### config.mk
export PLATFORM = sky130hd
export DESIGN_NAME = rsqrt_est
export DESIGN_NICKNAME = d
export VERILOG_FILES = /design/src/rtl/rsqrt_pkg.sv /design/src/rtl/rsqrt_fmul.sv /design/src/rtl/rsqrt_fsub.sv /design/src/rtl/rsqrt_est.sv
export SDC_FILE = /design/constraint.sdc
export NUM_CORES = 2
export LEC_CHECK = 0
export ABC_AREA = 1
export BUFFER_PORTS_ARGS = -buffer_cell sky130_fd_sc_hd__buf_4
export CAP_MARGIN = 20
export CORE_ASPECT_RATIO = 2
export CORE_MARGIN = 4
export CORE_UTILIZATION = 59
export CTS_BUF_LIST = sky130_fd_sc_hd__clkbuf_4 sky130_fd_sc_hd__clkbuf_8
export CTS_CLUSTER_DIAMETER = 100
export DETAILED_ROUTE_END_ITERATION = 12
export GPL_TIMING_DRIVEN = 0
export HOLD_SLACK_MARGIN = 0.02
export PLACE_DENSITY = 0.78
export SLEW_MARGIN = 10
export SYNTH_ARGS = -nofsm -noshare
export SYNTH_HDL_FRONTEND = slang
export SYNTH_SLANG_ARGS = --single-unit
### constraint.sdc
create_clock -name clk -period 9.5 [get_ports clk]
set_clock_uncertainty 0.05 [all_clocks]
set_input_delay 1.9 -clock clk [delete_from_list [all_inputs] [get_ports clk]]
set_output_delay 1.9 -clock clk [all_outputs]
set_load 0.01 [all_outputs]
### src/rtl/rsqrt_pkg.sv
// Package: shared float word type, field widths and constant codes for the
// reciprocal square root estimator. Assumes IEEE-754 single-precision layout.
package rsqrt_pkg;
    localparam int EXP_W = 8;
    localparam int MAN_W = 23;
    localparam int FP_W  = 1 + EXP_W + MAN_W;
    localparam int BIAS  = (1 << (EXP_W - 1)) - 1;

    typedef logic [FP_W-1:0] fp_word_t;

    localparam fp_word_t FP_POS_INF  = {1'b0, {EXP_W{1'b1}}, {MAN_W{1'b0}}};
    localparam fp_word_t FP_QNAN     = {1'b0, {EXP_W{1'b1}}, 1'b1, {(MAN_W-1){1'b0}}};
    localparam fp_word_t FP_ZERO     = '0;
    localparam fp_word_t FP_ONE_HALF = {1'b0, EXP_W'(BIAS), 1'b1, {(MAN_W-1){1'b0}}};

    // Per-stage side information that travels alongside the arithmetic.
    typedef struct packed {
        logic     valid;
        logic     spec;
        fp_word_t spec_val;
        fp_word_t guess;
    } side_t;

    // Halve a float by decrementing its exponent; tiny values flush to zero.
    function automatic fp_word_t fp_halve(input fp_word_t v);
        logic [EXP_W-1:0] e;
        e = v[FP_W-2 -: EXP_W];
        if (e <= EXP_W'(1))
            fp_halve = {v[FP_W-1], {(FP_W-1){1'b0}}};
        else
            fp_halve = {v[FP_W-1], e - EXP_W'(1), v[MAN_W-1:0]};
    endfunction
endpackage

### src/rtl/rsqrt_fmul.sv
// Combinational single-precision multiplier with a truncated product.
// Assumes normal or zero operands (exponent field 0 is read as zero);
// overflow saturates to infinity and underflow flushes to zero.
module rsqrt_fmul
    import rsqrt_pkg::*;
(
    input  fp_word_t a_i,
    input  fp_word_t b_i,
    output fp_word_t p_o
);
    localparam int SIG_W  = MAN_W + 1;
    localparam int PROD_W = 2 * SIG_W;
    localparam int EXT_W  = EXP_W + 2;
    localparam logic signed [EXT_W-1:0] E_MAX  = EXT_W'((1 << EXP_W) - 1);
    localparam logic signed [EXT_W-1:0] E_NONE = '0;

    logic [EXP_W-1:0]         ea, eb;
    logic [PROD_W-1:0]        prod, norm;
    logic signed [EXT_W-1:0]  e_sum, e_n;
    logic [MAN_W-1:0]         man;
    logic                     sgn;

    // Multiply significands, normalise by at most one place, drop the low half.
    always_comb begin
        ea    = a_i[FP_W-2 -: EXP_W];
        eb    = b_i[FP_W-2 -: EXP_W];
        sgn   = a_i[FP_W-1] ^ b_i[FP_W-1];
        prod  = {{SIG_W{1'b0}}, 1'b1, a_i[MAN_W-1:0]} * {{SIG_W{1'b0}}, 1'b1, b_i[MAN_W-1:0]};
        norm  = prod[PROD_W-1] ? prod : (prod << 1);
        e_sum = $signed({2'b00, ea}) + $signed({2'b00, eb}) - $signed(EXT_W'(BIAS));
        e_n   = e_sum + $signed({{(EXT_W-1){1'b0}}, prod[PROD_W-1]});
        man   = MAN_W'(norm >> (PROD_W - 1 - MAN_W));
        if (ea == '0 || eb == '0 || e_n <= E_NONE)
            p_o = {sgn, {(FP_W-1){1'b0}}};
        else if (e_n >= E_MAX)
            p_o = {sgn, {EXP_W{1'b1}}, {MAN_W{1'b0}}};
        else
            p_o = {sgn, e_n[EXP_W-1:0], man};
    end
endmodule

### src/rtl/rsqrt_fsub.sv
// Combinational single-precision subtractor a - b for operands of equal sign.
// Aligns exponents with a truncating shift (GRD guard bits), subtracts the
// magnitudes and renormalises with a leading-zero count. Zero flushes to +0.
module rsqrt_fsub
    import rsqrt_pkg::*;
#(
    parameter int GRD = 3
) (
    input  fp_word_t a_i,
    input  fp_word_t b_i,
    output fp_word_t d_o
);
    localparam int W     = MAN_W + 1 + GRD;
    localparam int LZ_W  = $clog2(W);
    localparam int EXT_W = EXP_W + 2;
    localparam logic [EXP_W-1:0]        SH_LIM = EXP_W'(W);
    localparam logic signed [EXT_W-1:0] E_NONE = '0;

    logic                    swap, found;
    logic [EXP_W-1:0]        e_big, e_sml, diff;
    logic [W-1:0]            m_big, m_sml, m_sh, dif, norm;
    logic [LZ_W-1:0]         lz;
    logic signed [EXT_W-1:0] e_res;

    // Order by magnitude, align, subtract, then find the leading one.
    always_comb begin
        swap  = b_i[FP_W-2:0] > a_i[FP_W-2:0];
        e_big = swap ? b_i[FP_W-2 -: EXP_W] : a_i[FP_W-2 -: EXP_W];
        e_sml = swap ? a_i[FP_W-2 -: EXP_W] : b_i[FP_W-2 -: EXP_W];
        m_big = swap ? {|b_i[FP_W-2 -: EXP_W], b_i[MAN_W-1:0], {GRD{1'b0}}}
                     : {|a_i[FP_W-2 -: EXP_W], a_i[MAN_W-1:0], {GRD{1'b0}}};
        m_sml = swap ? {|a_i[FP_W-2 -: EXP_W], a_i[MAN_W-1:0], {GRD{1'b0}}}
                     : {|b_i[FP_W-2 -: EXP_W], b_i[MAN_W-1:0], {GRD{1'b0}}};
        diff  = e_big - e_sml;
        m_sh  = (diff >= SH_LIM) ? '0 : (m_sml >> diff);
        dif   = m_big - m_sh;
        lz    = '0;
        found = 1'b0;
        for (int k = W - 1; k >= 0; k--) begin
            if (!found && dif[k]) begin
                lz    = LZ_W'(W - 1 - k);
                found = 1'b1;
            end
        end
        norm  = dif << lz;
        e_res = $signed({2'b00, e_big}) - $signed({{(EXT_W-LZ_W){1'b0}}, lz});
        if (!found || e_res <= E_NONE)
            d_o = FP_ZERO;
        else
            d_o = {swap ? ~b_i[FP_W-1] : a_i[FP_W-1], e_res[EXP_W-1:0],
                   MAN_W'(norm >> GRD)};
    end
endmodule

### src/rtl/rsqrt_est.sv
// Reciprocal square root estimator, five-cycle pipeline, one operand per cycle.
// Stage 1 classifies the operand and forms the bit-level first guess; stages
// 2..5 apply one Newton step y0*(1.5 - 0.5*x*y0*y0). Halving is done on the
// product x*y0*y0 (exponent decrement) so that no intermediate underflows.
// Assumes denormals may be flushed; rounding is truncation throughout.
module rsqrt_est
    import rsqrt_pkg::*;
#(
    parameter logic [31:0] MAGIC = 32'h5F3759D5
) (
    input  logic        clk,
    input  logic        rst_n,
    input  logic        in_valid,
    input  logic [31:0] in_data,
    output logic        out_valid,
    output logic [31:0] out_data
);
    localparam int SIDE_N = 4;

    logic [EXP_W-1:0] in_exp;
    logic             in_man_nz, is_zero, is_top;
    logic             spec_c;
    fp_word_t         spec_val_c, guess_c;

    side_t    side_q [SIDE_N];
    fp_word_t x1_q, m2_q, h3_q, s4_q;
    fp_word_t m_c, p_c, s_c, y1_c;

    // Classify the operand and form the magic-constant first guess.
    always_comb begin
        in_exp     = in_data[FP_W-2 -: EXP_W];
        in_man_nz  = |in_data[MAN_W-1:0];
        is_zero    = (in_exp == '0);
        is_top     = (in_exp == {EXP_W{1'b1}});
        guess_c    = MAGIC - {1'b0, in_data[FP_W-1:1]};
        spec_c     = 1'b1;
        spec_val_c = FP_ZERO;
        if (is_zero)
            spec_val_c = FP_POS_INF;
        else if (in_data[FP_W-1] || (is_top && in_man_nz))
            spec_val_c = FP_QNAN;
        else if (is_top)
            spec_val_c = FP_ZERO;
        else
            spec_c = 1'b0;
    end

    // Stage 2: x * y0.
    rsqrt_fmul u_mul_xy (.a_i(x1_q), .b_i(side_q[0].guess), .p_o(m_c));
    // Stage 3: (x * y0) * y0, halved afterwards.
    rsqrt_fmul u_mul_xyy (.a_i(m2_q), .b_i(side_q[1].guess), .p_o(p_c));
    // Stage 4: 1.5 - 0.5*x*y0*y0.
    rsqrt_fsub u_sub (.a_i(FP_ONE_HALF), .b_i(h3_q), .d_o(s_c));
    // Stage 5: y0 * correction.
    rsqrt_fmul u_mul_out (.a_i(side_q[SIDE_N-1].guess), .b_i(s4_q), .p_o(y1_c));

    // Advance the side information (valid, bypass code, guess) each cycle.
    always_ff @(posedge clk) begin
        if (!rst_n) begin
            for (int k = 0; k < SIDE_N; k++) side_q[k] <= '0;
        end else begin
            side_q[0] <= '{valid: in_valid, spec: spec_c, spec_val: spec_val_c, guess: guess_c};
            for (int k = 1; k < SIDE_N; k++) side_q[k] <= side_q[k-1];
        end
    end

    // Register the arithmetic intermediates between stages.
    always_ff @(posedge clk) begin
        if (!rst_n) begin
            x1_q <= '0;
            m2_q <= '0;
            h3_q <= '0;
            s4_q <= '0;
        end else begin
            x1_q <= in_data;
            m2_q <= m_c;
            h3_q <= fp_halve(p_c);
            s4_q <= s_c;
        end
    end

    // Select the refined value or the bypass code into the output register.
    always_ff @(posedge clk) begin
        if (!rst_n) begin
            out_valid <= 1'b0;
            out_data  <= '0;
        end else begin
            out_valid <= side_q[SIDE_N-1].valid;
            out_data  <= side_q[SIDE_N-1].spec ? side_q[SIDE_N-1].spec_val : y1_c;
        end
    end
endmodule

* Yosys cells after proc, flatten, opt, wreduce, memory -nomap -nowiden
Memory sizes are Yosys's and may differ from the RTL's.
Cells that the tools add are included.
** Cells by class
- Reduce and logical (&&, ||, !) cells :: 77
- Equal/unequal tests :: 1
- Bitwise logic cells :: 10
- Multiplexer cells :: 78
- Shift-type cells :: 2
- Order comparisons :: 10
- Add/subtract/negate cells :: 14
- Multiply operators :: 3
** Operator list (count)
- 66-bit two-way mux :: 4
- 31-bit two-way mux :: 7
- 24-bit by 24-bit multiplier with 48-bit output :: 3
- 47-bit two-way mux :: 3
- 27-bit two-way mux :: 3
- 8-bit zero test :: 7
- 5-bit two-way mux :: 11
- 10-bit by 1-bit <= comparator with 1-bit output (second input constant) :: 4
- 1-bit two-way mux :: 33
- 32-bit two-way mux :: 1
- 4-bit two-way mux :: 8
- 31-bit by 31-bit subtractor with 32-bit output (first input constant) :: 1
- 31-bit by 30-bit greater-than comparator with 1-bit output (second input constant) :: 1
- 10-bit by 2-bit adder with 10-bit output :: 3
- 10-bit by 9-bit greater-or-equal comparator with 1-bit output (second input constant) :: 3
- 10-bit by 8-bit subtractor with 10-bit output (second input constant) :: 3
- 8-bit by 8-bit adder with 9-bit output :: 3
- 1-bit logical AND :: 27
- 1-bit zero test :: 27
- 27-bit by 5-bit << shifter with 26-bit output :: 1
- 27-bit by 8-bit >> shifter with 27-bit output :: 1
- 27-bit subtractor :: 1
- 23-bit OR reduction :: 1
- 8-bit two-way mux :: 2
- other kinds (16) :: 37
** Word-level totals
- Output and inout port bits :: 33
- Bits in registers :: 161
- Memories kept :: 1
- Memory bits (writable) :: 264
- Logic and storage cells :: 207
** Memory list
- side_q :: words 4, bits a word 66, rd ports 4, clocked after memory_dff 0, wr ports 4, RTL line rsqrt_est.sv:25 : side_t side_q [SIDE_N];

* Depth between registers and ports, before layout
- Depth in word-level cells :: 89
- Gate-level depth with buffers :: 60

* By module
From an unflattened synthesis, not the netlist that was laid out.
** Second synthesis, totals
- Cells, all modules :: 10990
- Area, all modules :: 78694.2 µm²
** Modules (own cells, without submodules)
- rsqrt_fmul (u_mul_xyy) :: instances 1, cells an instance 2795, area an instance 20616.0 µm²
- rsqrt_fmul (u_mul_out) :: instances 1, cells an instance 2768, area an instance 20508.4 µm²
- rsqrt_fmul (u_mul_xy) :: instances 1, cells an instance 2780, area an instance 20503.4 µm²
- rsqrt_est :: instances 1, cells an instance 1263, area an instance 9989.6 µm²
- rsqrt_fsub :: instances 1, cells an instance 1384, area an instance 7076.8 µm²

* Worst setup path after synthesis
Ideal clock, no wire load.
- Kind :: flip-flop to flip-flop
- Start point :: reg x1_q[2]
- End point :: reg m2_q[13]
- Data arrival time :: 9.738 ns
- Slack :: -0.425 ns
- Cell stages (with the launch flop) :: 52
- Required time :: 9.313 ns
- Library setup time :: 0.137 ns
- Path through :: dfxtp_1 clkbuf_1 clkbuf_1 nand2_1 inv_1 fa_1 fa_1 fa_1 inv_1 fa_1 inv_1 fa_1 inv_1 fa_1 inv_1 fa_1 ha_1 nand2_1 (+16 left out) or2_2 nand2_1 clkbuf_1 ha_1 inv_1 ha_1 nand2_1 nor3_1 nand3_1 nand2_1 xor2_1 o21ai_1 nand2_1 o21ai_1 inv_1 nand2_1 clkbuf_1 a211oi_1
** Between the ends
- Cells in the longest elaborated chain, start to end :: 5
** Ends and longest elaborated chain
- from (decl) :: RTL line rsqrt_est.sv:26 : fp_word_t x1_q, m2_q, h3_q, s4_q;
- from (signal assigned) :: RTL line rsqrt_est.sv:75 : x1_q <= in_data;
- 24-bit by 24-bit multiplier with 48-bit output (*) :: RTL line rsqrt_fmul.sv:28 : prod = {{SIG_W{1'b0}}, 1'b1, a_i[MAN_W-1:0]} * {{SIG_W{1'b0}}, 1'b1, b_i[MAN_W-1:0]};
- 10-bit by 2-bit adder with 10-bit output :: RTL line rsqrt_fmul.sv:31 : e_n = e_sum + $signed({{(EXT_W-1){1'b0}}, prod[PROD_W-1]});
- 10-bit by 1-bit <= comparator with 1-bit output :: RTL line rsqrt_fmul.sv:33 : if (ea == '0 || eb == '0 || e_n <= E_NONE)
- 1-bit logical OR :: RTL line rsqrt_fmul.sv:33
- 3-bit OR reduction (no source line)
- to (signal assigned) :: RTL line rsqrt_est.sv:76 : m2_q <= m_c;
- to (decl) :: RTL line rsqrt_est.sv:26
Mark *: on every way between the ends. The rest lies on a longest branch, timed or not.
A chain may end at the register's enable or synchronous reset.

* Worst setup path in the final report
- Start point :: reg m2_q[18]
- End point :: reg h3_q[12]
** Between the ends
- Cells in the longest elaborated chain, start to end :: 7
** Ends and longest elaborated chain
- 24-bit by 24-bit multiplier with 48-bit output (*) :: RTL line rsqrt_fmul.sv:28
- 10-bit by 2-bit adder with 10-bit output :: RTL line rsqrt_fmul.sv:31
- 10-bit by 9-bit greater-or-equal comparator with 1-bit output or 10-bit by 1-bit <= comparator with 1-bit output (tied branches) :: RTL line rsqrt_fmul.sv:35, rsqrt_fmul.sv:33
- 31-bit two-way mux or 1-bit logical OR (tied branches) :: RTL line rsqrt_fmul.sv:35, rsqrt_fmul.sv:33
- 31-bit two-way mux :: RTL line rsqrt_fmul.sv:33
- 8-bit by 1-bit <= comparator with 1-bit output :: RTL line rsqrt_pkg.sv:28 : if (e <= EXP_W'(1))
- 4-bit OR reduction (no source line)
- to (signal assigned) :: RTL line rsqrt_est.sv:77 : h3_q <= fp_halve(p_c);
- to (decl) :: RTL line rsqrt_est.sv:26
Marks and branches as above.

==> impl_metrics.yaml <==
timing:
  setup_viol: 92
  fmax_mhz: 100
  finalCritPeriodShare_pct: 105
  rsz0062_at_grt: "true"
  tns_ps: -28240
  hold_slack_ps: 356
  maxSlewHeadroom_pct: 17.7
  finalMaxSlewViolations: 0
  setup_ws_ps: -473
  post-route-min-period_ps: 9970
  worst_pin_slew_ps: 1230
  final_hold_viol_count: 0
floorplan:
  std_cell_rows: 178
  die-width_um: 251
  start_util_pct: 59.4
  core-area_sq_mm: 0.118
  dieHeight_um: 495
  design.die.area_sq_mm: 0.124
  io_pins: 68
finish:
  area_growth_pct: 14.2
  n_fill_cell: 9664
  register_area_sq_mm: 0.00645
  drive_above_1_share_pct: 12.6
  multi_input_area_sq_mm: 0.0542
  final_cells: 10917
  nets: 11394
yosys:
  synth-seq-cells: 304
  synth_area_leader_cell: "fa_1"
  syn_area_sq_mm: 0.0700
  synth_nets: 11046
  ys_top_cells_by_area: "fa_1 (41%), inv_1 (14%), nand2_1 (12%)"
  post-synth-top-count-cell: "inv_1"
  synth_edf_count: 0
  synth-main-ff-cell: "dfxtp_1"
  ys_seq_area_share_pct: 8.70
  netlist_top_cells_count: "inv_1 (2,624), nand2_1 (2,303), fa_1 (1,447)"
  syn_avg_cell_area_sq_um: 7.78
  yosys_warnings: 0
  synth_top_area_share_pct: 41.4
  ys_types: 61
  async_flop_share_pct: 0
  synthCells: 8994
routing:
  wl_mm: 281
  first_pass_iters: 9
  drc: 0
  num_vias: 62532
  ant_nets: 0
  viasPerCell: 5.73
  drt_iter0_markers: 4616
  wl_per_cell_um: 25.7
setup_path:
  crit_type: "reg2reg"
  worst-endpoint-required_ps: 10040
  cp_common_cell: "fa_1"
  critPathCaptureType: "flop"
  worstPathArrival_ps: 10510
  crit_fanout: 10
  slowest_stage: "dfxtp_2"
  worstSetupStartpointType: "flop"
  crit_path_max_incr_delay_ps: 640
global_route:
  overflow: 0
  grt_use_total_pct: 45.3
  antenna_found_initial: 15
  grt_pass1_wl_mm: 414
  grt_max_degree: 16
  grt_pass1_vias: 68621
cts:
  htreeDepth: 2
  clock-root-buffer: "clkbuf_8"
  postCtsHoldBufs: 0
  cts_buffer_depth: 3
  clk_pin_slew_ps: 80
  clock-sinks: 304
  worstSkewPairLatency_ps: 710
  cts_made_buffers: 47
  cts_tree: "built"
status:
  violations: "setup timing"
  status: "complete, but fails checks"
placed_design:
  globalplace.congestion: 1.10
  place_worst_setup_slack_ps: -4120
  hpwl_mm: 225
  io_buffers: 67
  placedCellCount: 10592
power:
  p_per_area_mw_per_mm2: 172
  leakagePower_uw: 0.0448
  ir_worst_vdd_mv: 0.241
job:
  maxCapViolCount: 0
worst_hold_path:
  hp-class: "reg2reg"
-- per-layer routing --
layer  up-vias  share of wire (%)  GRT usage (%)
li1      26520                  -              -
met1     30302                 27           39.1
met3      2059                7.8           11.1
met2      3645                 49           78.5
met5         -              0.038          0.235
met4         6                 16           52.6
-- final timing paths --
| check | start | end | slack [ps] | cells past startpoint |
|---|---|---|---|---|
| worst min-delay path | side_q[2][7]$_SDFF_PN0_ | side_q[3][7]$_SDFF_PN0_ | 360 | 2 |
| worst max register to register | m2_q[18]$_SDFF_PP0_ | h3_q[12]$_SDFF_PP0_ | -470 | 41 |
| worst min register to register | side_q[2][7]$_SDFF_PN0_ | side_q[3][7]$_SDFF_PN0_ | 360 | 2 |
| worst max-delay path | m2_q[18]$_SDFF_PP0_ | h3_q[12]$_SDFF_PP0_ | -470 | 41 |
-- where the power goes --
group | internal [uW] | switching, uW | total [uW]
combinational | 3600 | 7020 | 10600
sequential | 1430 | 329 | 1750
clock | 757 | 623 | 1380
total | 5780 | 7970 | 13800
-- worst max-delay path, delay by kind of cell, from the launching register on --
kind | cells | cell delay (ps)
AO/OA/AOI/OAI | 9 | 1820
XOR/XNOR | 1 | 160
adder cells (fa/ha/maj) | 11 | 4340
buffers and inverters | 10 | 1290
flip-flops | 1 | 640
AND/OR/NAND/NOR | 10 | 1520
-- sequential cells by signal (all words and copies together) (netlist names) --
signal / count
out_data: 32
s4_q: 32
out_valid: 1
h3_q: 32
x1_q: 32
side_q: 143
m2_q: 32
-- cell families after synthesis --
kind of cell / share of synthesized area, %
XOR/XNOR: 1.85
AND/OR/NAND/NOR: 17.2
flip-flops: 8.70
adder cells (fa/ha/maj): 51.6
AO/OA/AOI/OAI: 4.32
buffers and inverters: 16.4
-- metrics by stage --
step                utilization (%)  instance area, sq um  power (uW)
floorplan                         -                 70000        7930
global placement               61.5                 72400       10900
detailed placement             61.5                 72400       11000
CTS                            65.8                 77600       13000
global route                   67.8                 79800       14800
finish                         67.8                 79900       13800
-- area by class of cell --
type                    count  area share (%)
clock inverters            20           0.374
clock buffers              66            1.07
diodes                      8          0.0251
inverters                2638            12.4
repair buffers            314            3.32
multi-input cells        5678            67.9
well taps                1530            2.40
plain buffers             359            4.44
flip-flops and latches    304            8.07
-- placed cells by master (no fill, tap or decap), types with 47 or more instances in the layout --
cell type	synthesis	layout
o21ai_0	111	98
inv_1	2624	2582
clkbuf_1	337	73
dfxtp_1	304	188
buf_4	10	302
fa_1	1447	1418
clkbuf_8	1	108
clkbuf_4	0	65
dfxtp_4	0	86
clkbuf_2	0	49
ha_1	570	540
xor2_1	96	91
a21oi_2	0	53
nand2_1	2303	2256
nor2_1	240	229
nand3_1	280	268
a21oi_1	291	210
inv_2	8	47
-- repair_timing --
| item | in CTS | in global routing |
|---|---|---|
| pin swaps | 103 | 175 |
| buffers inserted | 122 | 119 |
| setup endpoints to repair | 93 | 97 |
| gates cloned | 2 | 3 |
| endpoints found under the hold margin | 0 | 0 |
| resized for setup | 937 | 415 |
(Power assumes the default switching activity.)
